## src/rtl/prbs_chk_pkg.sv

```systemverilog
package prbs_chk_pkg;

  typedef enum logic {
    PH_ACQUIRE = 1'b0,
    PH_TRACK   = 1'b1
  } phase_e;

  function automatic int lock_len(input int reg_len, input int extra);
    return reg_len + extra;
  endfunction

endpackage

```

## src/rtl/prbs_track_core.sv

```systemverilog
module prbs_track_core
  import prbs_chk_pkg::*;
#(
  parameter int              N         = 7,
  parameter logic [N-1:0]    TAPS      = 7'b1100000,
  parameter int              EXTRA_RUN = 32
) (
  input  logic clk,
  input  logic rst,
  input  logic clr,
  input  logic vld,
  input  logic din,
  output logic mism,
  output logic synced
);

  localparam int LOCK_RUN = lock_len(N, EXTRA_RUN);
  localparam int RUN_W    = $clog2(LOCK_RUN + 1);
  localparam logic [RUN_W-1:0] RUN_LAST = RUN_W'(LOCK_RUN - 1);

  logic [N-1:0]     sr;
  logic [RUN_W-1:0] run;
  phase_e           phase;
  logic             pred;
  logic             feed;

  // Prediction: tap parity, forced to one when the register is empty.
  always_comb begin
    pred = (^(sr & TAPS)) | ~(|sr);
    mism = vld & (din != pred);
    feed = (phase == PH_TRACK) ? pred : din;
  end

  always_ff @(posedge clk) begin
    if (rst) begin
      sr    <= '0;
      run   <= '0;
      phase <= PH_ACQUIRE;
    end else if (clr) begin
      run   <= '0;
      phase <= PH_ACQUIRE;
    end else if (vld) begin
      sr <= {sr[N-2:0], feed};
      if (phase == PH_ACQUIRE) begin
        if (mism) begin
          run <= '0;
        end else if (run == RUN_LAST) begin
          phase <= PH_TRACK;
        end else begin
          run <= run + 1'b1;
        end
      end
    end
  end

  assign synced = (phase == PH_TRACK);

  AST_LOCK_STICKY: assert property (@(posedge clk) disable iff (rst)
    (synced && !clr) |=> synced);

  AST_IDLE_HOLD: assert property (@(posedge clk) disable iff (rst)
    (!vld && !clr) |=> ($stable(synced) && $stable(sr)));

  AST_EMPTY_WANTS_ONE: assert property (@(posedge clk) disable iff (rst)
    (vld && (sr == '0) && !din) |-> mism);

  AST_CLR_DROPS_LOCK: assert property (@(posedge clk) disable iff (rst)
    clr |=> !synced);

endmodule

```

## config.mk

```make
export PLATFORM = sky130hd
export DESIGN_NAME = prbs_track_core
export DESIGN_NICKNAME = d
export VERILOG_FILES = /design/src/rtl/prbs_chk_pkg.sv /design/src/rtl/prbs_track_core.sv
export SDC_FILE = /design/constraint.sdc
export NUM_CORES = 1
export LEC_CHECK = 0
export ABC_CLOCK_PERIOD_IN_PS = 1900
export CELL_PAD_IN_SITES_DETAIL_PLACEMENT = 0
export CELL_PAD_IN_SITES_GLOBAL_PLACEMENT = 1
export CORE_MARGIN = 3
export CORE_UTILIZATION = 36
export DETAILED_ROUTE_END_ITERATION = 10
export GPL_ROUTABILITY_DRIVEN = 1
export HOLD_SLACK_MARGIN = 0.02
export PLACE_DENSITY = 0.68
export REMOVE_ABC_BUFFERS = 1
export SETUP_SLACK_MARGIN = 0.15
export SYNTH_ARGS = -nofsm -noshare
export SYNTH_HDL_FRONTEND = slang
export SYNTH_SLANG_ARGS = --single-unit
```

## constraint.sdc

```tcl
create_clock -name clk -period 1.9 [get_ports clk]
set_clock_uncertainty 0.1 [all_clocks]
set_input_delay 0.57 -clock clk [delete_from_list [all_inputs] [get_ports clk]]
set_output_delay 0.57 -clock clk [all_outputs]
set_load 0.01 [all_outputs]
```

# [Word-level counts from Yosys, hierarchy flattened]
# Index checks and enable logic that the tools add are counted.
# Widths: inputs -> output; s select.
[op_classes] n_eq_ne=3 reduce_logical=5 addsub=1 bitwise_logic=5 muxes=6
[ops] op="$mux 6" n=2
[ops] op="$reduce_or 7->1" n=1
[ops] op="$reduce_xor 7->1" n=1
[ops] op="$add 6x1->6 const B" n=1
[ops] op="$eq 6x6->1 const B" n=1
[ops] op="$mux 1" n=4
[ops] op="$not 1->1" n=3
[ops] op="$reduce_and 3->1" n=1
[ops] op="$ne 2x2->1 const B" n=1
[ops] op="$reduce_and 2->1" n=1
[ops] op="$reduce_or 2->1" n=1
[ops] op="$and 1x1->1" n=1
[ops] op="$ne 1x1->1" n=1
[ops] op="$or 1x1->1" n=1
[totals] inputBits=5 word_cells=23 regBits=14 out_inout_bits=2

# [Depth between registers and ports, before layout]
# Gate-level depths: netlist of run 1.
[logic_depth] word_depth=7 ltp_mapped=6 mapped_depth_nobuf=6

# [Worst setup path after synthesis of run 1]
# Ideal clock, no wire load.
[synth_timing] path_type="input to output" startpoint="in din" endpoint="out mism" t_arrival_ps=1418 path_buffers=1 required_time_ps=1230 path_slack_ps=-188 cell_stages=5 path_cell_list="nor3b_1 > a22o_1 > or2_1 > buf_4 > nor2_1"
[synth_via] elab_chain_len=2
[synth_rtl] item="start: declaration" line="prbs_track_core.sv:12" text="input logic din,"
[synth_rtl] item="$ne 1x1->1" line="prbs_track_core.sv:30" text="mism = vld & (din != pred);"
[synth_rtl] item="$and 1x1->1" line="prbs_track_core.sv:30"
[synth_rtl] item="end: declaration" line="prbs_track_core.sv:13" text="output logic mism,"
# No other way between the ends.

# [Final worst setup path of run 1]
# Ends and elaborated chain as after synthesis.

==> results of run 1 <==
## Yosys cell counts
| library cell | number |
|---|---|
| o21ai_1 | 1 |
| and3_1 | 2 |
| o41ai_2 | 1 |
| nand4_1 | 3 |
| a21oi_1 | 5 |
| nand3_1 | 5 |
| buf_4 | 1 |
| dfxtp_1 | 14 |
| inv_1 | 5 |
| nand2b_1 | 3 |
| o21ai_2 | 1 |
| nor3_1 | 1 |
| ha_1 | 2 |
| xor2_1 | 1 |
| o21ba_2 | 1 |
| nor4_1 | 1 |
| a22o_1 | 1 |
| nand2_1 | 2 |
| o2111ai_1 | 1 |
| o211ai_1 | 1 |
| o21ai_0 | 1 |
| o221ai_1 | 3 |
| nor2_1 | 14 |
| nor3b_1 | 1 |
| or2_1 | 1 |
| mux2i_1 | 6 |
| nor4_4 | 1 |
| a211oi_1 | 2 |
| clkbuf_1 | 2 |
## area by class of cell
class,count,area [sq um]
tap,25,31.3
inverter,5,18.8
sequential,14,287
timing repair buffer,29,231
multi-input combinational,61,447
clock buffer,4,36.3
fill,174,769
## kinds of logic (layout without fill, tap and decap cells)
group / after synthesis / after routing / share of synthesized area
muxes: 6 / 6 / 0.0828
and+or+nand+nor: 34 / 34 / 0.250
buffers and inverters: 8 / 38 / 0.0466
xor gates and xnor gates: 1 / 1 / 0.0121
adders and majority gates: 2 / 2 / 0.0345
AOI/OAI and AO/OA: 18 / 18 / 0.188
DFF: 14 / 14 / 0.386
## path summary, 6_finish.rpt
| path | end | cells past startpoint | slack (ns) | start |
|---|---|---|---|---|
| max | mism | 6 | -0.32 | din |
| min | sr[6]$_SDFFE_PP0P_ | 2 | 0.43 | sr[6]$_SDFFE_PP0P_ |
| max reg2reg | run[1]$_SDFFE_PP0P_ | 7 | 0.15 | sr[5]$_SDFFE_PP0P_ |
| min reg2reg | sr[6]$_SDFFE_PP0P_ | 2 | 0.43 | sr[6]$_SDFFE_PP0P_ |
## power breakdown
part	leakage, nW	internal, mW	total, mW	switching [mW]
Clock	0.0210	0.116	0.220	0.104
Combinational	0.330	0.0458	0.0862	0.0404
Sequential	0.115	0.296	0.298	0.00226
## tightest hold or removal path: stages, from the launching register on
cell     delay (ns)
dfxtp_1        0.35
mux2i_1        0.07
nor2_1         0.07
## per-layer routing
layer / vias up / GRT usage / share of wire
met4: 0 / 0.0448 / 0
met3: 0 / 0.0350 / 0.025
met5: - / 0 / 0
met2: 6 / 0.230 / 0.44
li1: 365 / - / -
met1: 332 / 0.214 / 0.54
## state kept, by name (all words and copies together), names as in the netlist
name    count
sr          7
run         6
synced      1
## timing repair
item,4_1_cts,5_1_grt
hold buffers,0,0
pin swaps,4,0
resized for setup,12,9
endpoints found under the setup margin,9,8
setup buffers,2,0
==> results.yml, run 1 <==
status:
  status: "finished, violations left"
  violations: "setup timing"
clock_tree:
  tritoncts: "yes"
  clk_pin_slew_ns: 0.09
  clockBufferDepth: 2
  htreeDepth: 1
  clk_latency_ns: 0.28
  root_buffer: "clkbuf_4"
  cts_num_sinks: 14
  cts_made_buffers: 3
setup_path:
  critPathRequiredTime_ns: 1.23
  critPathArrivalTime_ns: 1.55
  cp-end-kind: "output port"
  slowest_stage: "or2_1"
  critical_path_class: "in -> out"
  critPathMaxFanout: 2
  crit_buf_inv: 2
  crit_family: "simple AND/OR/NAND/NOR gates"
  slowest_delay_ns: 0.22
  start_kind: "primary input"
  worstPathCellList: "clkdlybuf4s15_2, nor3b_2, a22o_1, or2_1, nor2_1, buf_2"
sta:
  hold_viol_final: 0
  holdWs_ns: 0.426
  drv_slew: 0
  setup_viol: 1
  fmax_mhz: 451
  tns_ns: -0.315
  fin_crit_ns: 2.22
  worstMarginPinSlew_ns: 0.269
  slew_headroom: 0.820
  fin_ws_ns: -0.315
  min_period_over_period: 1.17
  rsz0062_at_grt: "yes"
routing:
  totalWireLength_mm: 1.67
  dr.pass1.iters: 4
  via_per_inst: 5.09
  drt_iter0_drc: 16
  postRouteAntennaNets: 0
  route.vias.total: 703
  avgRoutedWirePerCell_microns: 12.1
  drc: 0
die:
  core_sq_um: 1820
  initial_core_util: 0.399
  die_x_microns: 50.9
  io_pins: 7
  fp-row-count: 15
  die_h_microns: 50.9
  die_area_sq_um: 2590
layout:
  fin_area_sq_um: 1050
  utilization: 0.577
  stdcell_count: 138
  layout_commonest_cell: "buf_4"
  antenna_cells: 0
  area_growth_pct: 44.8
  final_cell_mix: "buf_4 (22), nor2_1 (14), dfxtp_1 (9)"
  nets: 121
  layout-drive-gt1-share: 0.381
power_and_ir_drop:
  powerDensity_nw_per_um2: 575
  power.leakage_nw: 0.466
  peakVddDrop_v: 0.000473
  power.total_mw: 0.604
placement:
  placed_area_sq_um: 960
  pre_cts_ws_ns: -0.999
  dp_cells: 132
  dp_hpwl_mm: 1.24
  gp_congestion: 0.808
  numPortBuffers: 6
grt:
  grt_pass1_vias: 681
  grt_overflow: 0
  grt_max_degree: 10
  grt_usage: 0.152
  grt_pass1_wl_mm: 2.97
  antenna_found_initial: 0
synthesis:
  synth_cells: 83
  synth_warnings: 0
  mappedNetlistArea_sq_um: 726
  synth.area.top_cells: "dfxtp_1 (39%), mux2i_1 (8.3%), nor2_1 (7.2%), o221ai_1 (3.6%), a21oi_1 (3.4%)"
  yosys.area.top_type: "dfxtp_1"
  synth_top_area_frac: 0.386
  seq_area_frac_synth: 0.386
  avgSynthCellArea_sq_um: 8.74
  synth_cell_type_count: 29
  ys_ff_latch: 14
job:
  max_cap_violations: 0
min_path:
  min_path_type: "reg -> reg"
No activity file was read; power rests on OpenSTA's default activity.
==> run 2, diff against run 1 <==
--- a/config.mk
+++ b/config.mk
@@ -9,11 +9,13 @@
 export CELL_PAD_IN_SITES_DETAIL_PLACEMENT = 0
 export CELL_PAD_IN_SITES_GLOBAL_PLACEMENT = 1
 export CORE_MARGIN = 3
-export CORE_UTILIZATION = 36
+export CORE_UTILIZATION = 39
+export CTS_BUF_LIST = sky130_fd_sc_hd__clkbuf_4
+export CTS_CLUSTER_SIZE = 30
 export DETAILED_ROUTE_END_ITERATION = 10
 export GPL_ROUTABILITY_DRIVEN = 1
 export HOLD_SLACK_MARGIN = 0.02
-export PLACE_DENSITY = 0.68
+export PLACE_DENSITY = 0.73
 export REMOVE_ABC_BUFFERS = 1
 export SETUP_SLACK_MARGIN = 0.15
 export SYNTH_ARGS = -nofsm -noshare
==> run 2 against run 1 <==
Effect of this change: the run still ends with setup timing left; worst setup slack improved by 0.018 ns; sequential share of layout area rose by 0.27 points; utilization rose by 5.3 points; wire length fell by 6.4%; non-clock buffer count fell by 2; die area fell by 6.8%; critical path type is now reg -> out; critical endpoint unchanged.
==> results.yml, run 2 (synthesized netlist as in run 1, its figures left out) <==
clock_tree:
  clk_latency_ns: 0.27
  clockBufferDepth: 2
  cts_num_sinks: 14
  cts_made_buffers: 3
  tritoncts: "yes"
  clk_pin_slew_ns: 0.08
  root_buffer: "clkbuf_4"
  htreeDepth: 1
setup_path:
  critPathRequiredTime_ns: 1.23
  crit_family: "flip-flops"
  crit_buf_inv: 1
  slowest_stage: "dfxtp_1"
  cp-end-kind: "output port"
  worstRegToRegCells: 6
  critPathArrivalTime_ns: 1.53
  start_kind: "flop"
  critPathMaxFanout: 4
  critical_path_class: "reg -> out"
  path_depth: 5
  slowest_delay_ns: 0.34
  worstPathCellList: "xor2_1, a22o_1, or2_1, nor2_1, buf_2"
sta:
  rsz0062_at_grt: "yes"
  holdWs_ns: 0.433
  min_period_over_period: 1.16
  worstMarginPinSlew_ns: 0.307
  setup_viol: 1
  drv_slew: 0
  fin_crit_ns: 2.20
  fin_ws_ns: -0.297
  slew_headroom: 0.795
  fmax_mhz: 455
  hold_viol_final: 0
min_path:
  min_path_type: "reg -> reg"
  hold_path_depth: 2
grt:
  grt_max_degree: 10
  grt_pass1_wl_mm: 2.78
  grt_usage: 0.148
  grt_pass1_vias: 663
  grt_overflow: 0
  antenna_found_initial: 0
power_and_ir_drop:
  p_sw_frac: 0.241
  power.total_mw: 0.547
  peakVddDrop_v: 0.000340
  intPower_mw: 0.415
  powerDensity_nw_per_um2: 532
  pwr-share-clk: 0.299
  p_seq_frac: 0.545
  p_switching_mw: 0.132
  p_comb_frac: 0.156
  power.leakage_nw: 0.448
layout:
  fin_area_sq_um: 1030
  stdcell_count: 134
  fill_cells: 160
  regMostFlops: "sr"
  final_cell_mix: "buf_4 (19), nor2_1 (13), dfxtp_1 (12)"
  largest_reg_flops: 7
  layout-drive-gt1-share: 0.345
  antenna_cells: 0
  layout_commonest_cell: "buf_4"
  area_growth_pct: 41.6
  nets: 119
die:
  fp-row-count: 14
  initial_core_util: 0.445
  die_area_sq_um: 2410
  io_pins: 7
  die_h_microns: 49.1
  core_sq_um: 1630
  die_x_microns: 49.1
routing:
  maxUsedRoutingLayer: "met4"
  avgRoutedWirePerCell_microns: 11.6
  route.vias.total: 686
  postRouteAntennaNets: 0
  drc: 0
  met1Wirelength_microns: 850
  dr.pass1.iters: 3
  dr_wl_met3_microns: 45
  wl_met2_microns: 626
  drt_iter0_drc: 6
  via_per_inst: 5.12
  totalWireLength_mm: 1.56
placement:
  dp_cells: 130
  numPortBuffers: 6
  dp_hpwl_mm: 1.22
  placed_area_sq_um: 963
  pre_cts_ws_ns: -0.994
  gp_congestion: 0.742
job:
  max_cap_violations: 0
status:
  status: "finished, violations left"
  violations: "setup timing"
## run 2: power by group through the flow
stage	Sequential [mW]	Combinational (mW)	Clock, mW
final	0.298	0.0851	0.163
after global routing	0.299	0.0923	0.189
after CTS	0.298	0.0823	0.173
after detailed placement	0.305	0.0793	0
after global placement	0.305	0.0790	0
after floorplan	0.305	0.0321	0
## run 2: area by class of cell
cell class | count | area (sq um) | area share
Multi-Input combinational cell | 61 | 450 | 0.438
Sequential cell | 14 | 283 | 0.275
Timing Repair Buffer | 27 | 223 | 0.217
Tap cell | 24 | 30.0 | 0.0292
Clock buffer | 3 | 22.5 | 0.0219
Inverter | 5 | 18.8 | 0.0183
## run 2: worst reg2reg max path, delay by kind of cell (launching register included)
kind / cells / cell delay, ns
xor+xnor: 1 / 0.21
flops: 1 / 0.34
simple gates: 1 / 0.24
compound gates: 3 / 0.56
buf+inv: 1 / 0.17
## run 2: final timing paths
kind                       start                   to  slack [ns]
max           sr[5]$_SDFFE_PP0P_                 mism       -0.30
min          run[0]$_SDFFE_PP0P_  run[0]$_SDFFE_PP0P_        0.43
max reg2reg   sr[5]$_SDFFE_PP0P_  run[3]$_SDFFE_PP0P_        0.16
min reg2reg  run[0]$_SDFFE_PP0P_  run[0]$_SDFFE_PP0P_        0.43
## run 2: stage by stage
| stage | TNS [ns] | util |
|---|---|---|
| after floorplan | -0.153 | - |
| after global placement | -3.26 | 0.591 |
| after detailed placement | -3.41 | 0.591 |
| after CTS | -0.308 | 0.613 |
| after global routing | -0.389 | 0.631 |
| final | -0.297 | 0.631 |
## run 2: repair_timing
item,CTS,global route
gates resized for setup,12,8
setup buffers,1,0
hold buffers,0,0
pin swaps,4,5
setup endpoints to repair,9,6
## run 2: layer usage
layer | global-route usage | vias up
met5 | 0 | -
met2 | 0.203 | 9
met3 | 0.0398 | 5
met1 | 0.204 | 312
met4 | 0.0853 | 0
li1 | - | 360
